## src/rtl/intc_regif.sv

```systemverilog
module intc_regif #(
  parameter int ADDR_W = 6,
  parameter int VEC_W  = 9,
  parameter int NSW    = 8,
  parameter int NPRI   = 16
) (
  input  logic                 clk,
  input  logic                 rst_n,
  input  logic                 req,
  input  logic                 we,
  input  logic [ADDR_W-1:0]    addr,
  input  logic [3:0]           be,
  input  logic [31:0]          wdata,
  input  logic [VEC_W-1:0]     cur_vec,
  output logic                 rsp_valid,
  output logic                 rsp_err,
  output logic [31:0]          rdata,
  output logic                 ack_pulse,
  output logic                 eoi_pulse,
  output logic                 hw_vec_mode,
  output logic                 vec_entry8,
  output logic [NSW-1:0]       sw_pend,
  output logic [NPRI*4-1:0]    pri_flat
);
  localparam int SSC_WORDS = (NSW + 3) / 4;
  localparam int PRI_WORDS = (NPRI + 3) / 4;
  localparam int SSC_BASE  = 3;
  localparam int PRI_BASE  = SSC_BASE + SSC_WORDS;
  localparam int MAP_END   = PRI_BASE + PRI_WORDS;
  localparam int BASE_LO   = VEC_W + 3;

  logic lane_ok, mapped, ok, wr, rd;
  logic sel_cfg, sel_ack, sel_eoi;
  logic hven_q, vtes_q;
  logic [31:BASE_LO] base_q;
  logic sw_q [NSW];
  logic [3:0] pri_q [NPRI];
  logic [SSC_WORDS*32-1:0] ssc_rd;
  logic [PRI_WORDS*32-1:0] pri_rd;
  logic [31:0] vec_sh, ack_word, rd_word;

  always_comb begin
    case (be)
      4'b0001, 4'b0010, 4'b0100, 4'b1000,
      4'b0011, 4'b0110, 4'b1100, 4'b1111: lane_ok = 1'b1;
      default:                            lane_ok = 1'b0;
    endcase
  end

  assign sel_cfg = (addr == ADDR_W'(0));
  assign sel_ack = (addr == ADDR_W'(1));
  assign sel_eoi = (addr == ADDR_W'(2));
  assign mapped  = (int'(addr) < MAP_END);
  assign ok      = req && lane_ok && mapped;
  assign wr      = ok && we;
  assign rd      = ok && !we;

  always_ff @(posedge clk or negedge rst_n) begin
    if (!rst_n) begin
      hven_q <= 1'b0;
      vtes_q <= 1'b0;
      base_q <= '0;
    end else if (wr) begin
      if (sel_cfg && be[0]) begin
        hven_q <= wdata[0];
        vtes_q <= wdata[5];
      end
      if (sel_ack)
        for (int b = BASE_LO; b < 32; b++)
          if (be[b/8]) base_q[b] <= wdata[b];
    end
  end

  for (genvar i = 0; i < NSW; i++) begin : g_ssc
    localparam int W = SSC_BASE + i / 4;
    localparam int L = i % 4;
    always_ff @(posedge clk or negedge rst_n) begin
      if (!rst_n) sw_q[i] <= 1'b0;
      else if (wr && addr == ADDR_W'(W) && be[L]) begin
        if (wdata[8*L+1])      sw_q[i] <= 1'b1;
        else if (wdata[8*L])   sw_q[i] <= 1'b0;
      end
    end
    assign sw_pend[i]       = sw_q[i];
    assign ssc_rd[8*i +: 8] = {7'b0, sw_q[i]};
  end
  for (genvar i = NSW; i < SSC_WORDS*4; i++) begin : g_ssc_pad
    assign ssc_rd[8*i +: 8] = 8'b0;
  end

  for (genvar i = 0; i < NPRI; i++) begin : g_pri
    localparam int W = PRI_BASE + i / 4;
    localparam int L = i % 4;
    always_ff @(posedge clk or negedge rst_n) begin
      if (!rst_n) pri_q[i] <= 4'b0;
      else if (wr && addr == ADDR_W'(W) && be[L]) pri_q[i] <= wdata[8*L +: 4];
    end
    assign pri_flat[4*i +: 4] = pri_q[i];
    assign pri_rd[8*i +: 8]   = {4'b0, pri_q[i]};
  end
  for (genvar i = NPRI; i < PRI_WORDS*4; i++) begin : g_pri_pad
    assign pri_rd[8*i +: 8] = 8'b0;
  end

  assign vec_sh   = vtes_q ? (32'(cur_vec) << 3) : (32'(cur_vec) << 2);
  assign ack_word = {base_q, BASE_LO'(0)} | vec_sh;

  always_comb begin
    rd_word = '0;
    if (sel_cfg) rd_word = {26'b0, vtes_q, 4'b0, hven_q};
    if (sel_ack) rd_word = ack_word;
    for (int w = 0; w < SSC_WORDS; w++)
      if (addr == ADDR_W'(SSC_BASE + w)) rd_word = ssc_rd[32*w +: 32];
    for (int w = 0; w < PRI_WORDS; w++)
      if (addr == ADDR_W'(PRI_BASE + w)) rd_word = pri_rd[32*w +: 32];
  end

  always_ff @(posedge clk or negedge rst_n) begin
    if (!rst_n) begin
      rsp_valid <= 1'b0;
      rsp_err   <= 1'b0;
      rdata     <= '0;
      ack_pulse <= 1'b0;
      eoi_pulse <= 1'b0;
    end else begin
      rsp_valid <= req;
      rsp_err   <= req && !ok;
      rdata     <= rd ? rd_word : 32'b0;
      ack_pulse <= rd && sel_ack;
      eoi_pulse <= wr && sel_eoi;
    end
  end

  assign hw_vec_mode = hven_q;
  assign vec_entry8  = vtes_q;

  p_err_quiet_r1: assert property (@(posedge clk) disable iff (!rst_n)
    rsp_err |-> !ack_pulse && !eoi_pulse && $stable(hw_vec_mode) &&
                $stable(vec_entry8) && $stable(sw_pend) && $stable(pri_flat));

  p_rsp_follows_req_r2: assert property (@(posedge clk) disable iff (!rst_n)
    rsp_valid |-> $past(req));

  p_ack_on_read_r6: assert property (@(posedge clk) disable iff (!rst_n)
    ack_pulse |-> rsp_valid && !rsp_err && $past(!we) && !eoi_pulse);

  p_eoi_on_write_r7: assert property (@(posedge clk) disable iff (!rst_n)
    eoi_pulse |-> rsp_valid && !rsp_err && $past(we) && rdata == 32'b0);

  p_cfg_spare_zero_r4: assert property (@(posedge clk) disable iff (!rst_n)
    (rsp_valid && $past(req && !we && addr == ADDR_W'(0))) |->
      (rdata & ~32'h0000_0021) == 32'b0);
endmodule

```

## config.mk

```make
export PLATFORM = sky130hd
export DESIGN_NAME = intc_regif
export DESIGN_NICKNAME = d
export VERILOG_FILES = /design/src/rtl/intc_regif.sv
export SDC_FILE = /design/constraint.sdc
export NUM_CORES = 1
export LEC_CHECK = 0
export ABC_CLOCK_PERIOD_IN_PS = 2250
export CORE_MARGIN = 5
export CORE_UTILIZATION = 41
export CTS_BUF_LIST = sky130_fd_sc_hd__clkbuf_2 sky130_fd_sc_hd__clkbuf_4 sky130_fd_sc_hd__clkbuf_8
export CTS_CLUSTER_DIAMETER = 30
export DETAILED_ROUTE_END_ITERATION = 6
export GPL_TIMING_DRIVEN = 0
export PLACE_DENSITY = 0.76
export SLEW_MARGIN = 20
export SYNTH_ARGS = -nofsm -noshare
export SYNTH_HDL_FRONTEND = slang
export SYNTH_SLANG_ARGS = --single-unit
```

## constraint.sdc

```tcl
create_clock -name clk -period 2.25 [get_ports clk]
set_input_delay 0.5625 -clock clk [delete_from_list [all_inputs] [get_ports clk]]
set_output_delay 0.5625 -clock clk [all_outputs]
set_load 0.03 [all_outputs]
```

==> flow_summary_export.csv <==
group,metric,value,unit
global_route,grtUsageTotal,23.1,%
clock_network,cts_made_buffers,17,
global_route,grt_pass1_wl,28.8,mm
detailed_routing,wl,18.8,mm
finish,layout.cells.non_filler,854,
worst_setup_path,crit_type,"in2reg",
clock_network,h-tree-depth,4,
detailed_routing,vias,4751,
detailed_routing,viasPerCell,5.56,
finish,area_growth,46.4,%
finish,multi_input_area,2670,µm²
worst_setup_path,cp.arrival,2530,ps
finish,final_nets,716,
finish,utilization,61.2,%
timing,tns,0,ps
clock_network,clock-sinks,130,
detailed_routing,first_iter_violations,288,
yosys,syn_area,5780,µm²
global_route,antenna_found_initial,2,
die,ioPinCount,165,
pwr,power,4.64,mW
clock_network,cts_root_buf,"clkbuf_8",
timing,rsz0062_at_grt,"false",
finish,layout_commonest_cell,"clkdlybuf4s50_1",
place,io_buffers,160,
yosys,synthCells,465,
run_status,outcome,"completed",
worst_setup_path,worstPathRequired,2580,ps
finish,final_cell_mix,"clkdlybuf4s50_1 (151), dfrtp_1 (130), mux2_2 (88), nor2_1 (24), nand2_1 (22)",
detailed_routing,drc,0,
timing,slew_headroom,53.9,%
worst_setup_path,start_kind,"input port",
worst_setup_path,end_kind,"register",
yosys,synth_warnings,0,
yosys,ys_ff_latch,130,
die,initial_core_util,41.8,%
timing,setup_viol,0,
pwr,powerDensity,549,nW/µm²
die,rows,43,
timing,period_minus_slack,2200,ps
yosys,synth_nets,521,
finish,drive_gt1_share,31.4,%
timing,maxClockFrequency,455,MHz
finish,seq_area,3250,µm²
yosys,ys_seq_area_share,56.3,%
place,gp_routability_congestion,0.850,
hold_path,hp-class,"reg2reg",
finish,num-fill-cells,1080,
timing,max_slew.worst_pin.slew,691,ps
clock_network,clk_path_buf_depth,2,
die,dieWidth,129,µm
timing,holdWs,496,ps
place,dp_hpwl,13.4,mm
yosys,avgSynthCellArea,12.4,µm²
timing,clock_skew,9.13,ps
yosys,synth_cell_types,54,
die,fp.dieArea,16600,µm²
global_route,grt_max_degree,95,
timing,hold_viol_final,0,
global_route,grt.overflow.total,0,
clock_network,insertion_delay,440,ps
detailed_routing,wl_per_cell,22.1,µm
die,fp.dieH,129,µm
timing,slew_viol_final,0,
detailed_routing,drt_first_pass_iters,4,
die,core-area,13800,µm²
timing,finalCritPeriodShare,97.7,%
pwr,leakage,3.72,nW
clock_network,cts_tree,"done",
pwr,ir_drop,339,µV
global_route,grt_pass1_vias,5000,
detailed_routing,ant_nets,0,
worst_setup_path,cp_max_fo,6,
job,cap_violations,0,
place,dp_cells,806,
clock_network,path_clk_slew,80,ps
-- worst max-delay path: stages --
cell and delay, ps:
dlygate4sd2_1 380, mux2_4 350, o22ai_4 200, buf_12 140, nand4_4 70, buf_12 150
nor4_4 300, mux2_2 370
-- registers in the layout, summed over array words and instances (netlist names) --
name	cells
pri_flat	64
ack_pulse	1
sw_pend	8
base_q	20
eoi_pulse	1
rdata	32
hw_vec_mode	1
rsp_valid	1
rsp_err	1
vec_entry8	1
-- stage by stage --
step / setup WS [ps] / area [µm²]
after floorplan: -18.1 / 5850
after global placement: -4330 / 7680
after detailed placement: -1270 / 7710
after CTS: 6.22 / 8400
after global routing: 7.33 / 8460
final: 52.7 / 8460
-- routing by layer --
metal / GRT usage (%) / part of all wire, %
met1: 29.7 / 42
met2: 36.2 / 48
met3: 7.51 / 7.8
met4: 9.39 / 2.9
met5: 0 / 0.042
-- cell usage after synthesis (all sizes together) --
library cell | count | area (µm²)
nor2 | 45 | 206
a211oi | 12 | 95.1
o211ai | 5 | 37.5
o22ai | 5 | 37.5
nand2 | 25 | 96.4
o221ai | 5 | 50.0
nor4 | 2 | 18.8
a21o | 1 | 7.51
a221oi | 3 | 26.3
mux2i | 10 | 100
nand4b | 1 | 8.76
clkbuf | 7 | 26.3
nor2b | 1 | 6.26
nor3 | 7 | 46.3
a21boi | 1 | 7.51
nand4 | 3 | 37.5
nor3b | 1 | 7.51
ha | 1 | 12.5
nor4b | 2 | 23.8
and2 | 1 | 6.26
a21bo | 1 | 10.0
a22oi | 4 | 30.0
o21ai | 19 | 98.9
nand3b | 1 | 7.51
and3 | 21 | 131
a221o | 5 | 50.1
buf | 12 | 72.6
or3b | 1 | 8.76
dfrtp | 130 | 3250
inv | 5 | 18.8
or4 | 1 | 7.51
or3 | 1 | 6.26
a21oi | 18 | 90.1
nand3 | 9 | 50.1
o2bb2ai | 1 | 8.76
nand2b | 4 | 25.0
or2 | 1 | 6.26
mux2 | 91 | 1020
or4b | 1 | 10.0
a2bb2oi | 1 | 8.76
-- cell type report --
type,instances,share of cell area (%)
flip-flops and latches,130,38.5
multi-input cells,311,31.6
repair buffers,178,21.0
clock buffers,23,3.59
well taps,180,2.66
plain buffers,17,1.46
clock inverters,9,0.947
inverters,5,0.222
diodes,1,0.0296
-- path summary, 6_finish.rpt --
path	start	end	slack, ps	cells past startpoint
worst max-delay path	be[2]	vec_entry8	50	8
worst min-delay path	base_q[31]	rdata[31]	500	1
worst max register to register	vec_entry8	rdata[9]	520	5
worst min register to register	base_q[31]	rdata[31]	500	1
max in group asynchronous	rst_n	pri_flat[49]	930	3
min in group asynchronous	rst_n	rdata[28]	580	2
-- repair_timing --
item,in CTS,in global routing
resized for setup,56,22
endpoints found under the hold margin,36,0
buffers inserted,9,7
hold buffers,1,0
pin swaps,8,3
setup endpoints to repair,121,69
-- cells by family after synthesis --
family | Yosys count | share of synthesized area, %
flip-flops | 130 | 56.3
adder cells (fa/ha/maj) | 1 | 0.217
AO/OA/AOI/OAI | 81 | 9.66
buffers and inverters | 24 | 2.04
AND/OR/NAND/NOR | 128 | 12.3
multiplexers | 101 | 19.5
-- power breakdown --
part           switching (mW)  internal [mW]
logic                   0.211          0.161
clock network           0.910           1.01
registers             0.00791           2.35
(Power assumes the default switching activity.)
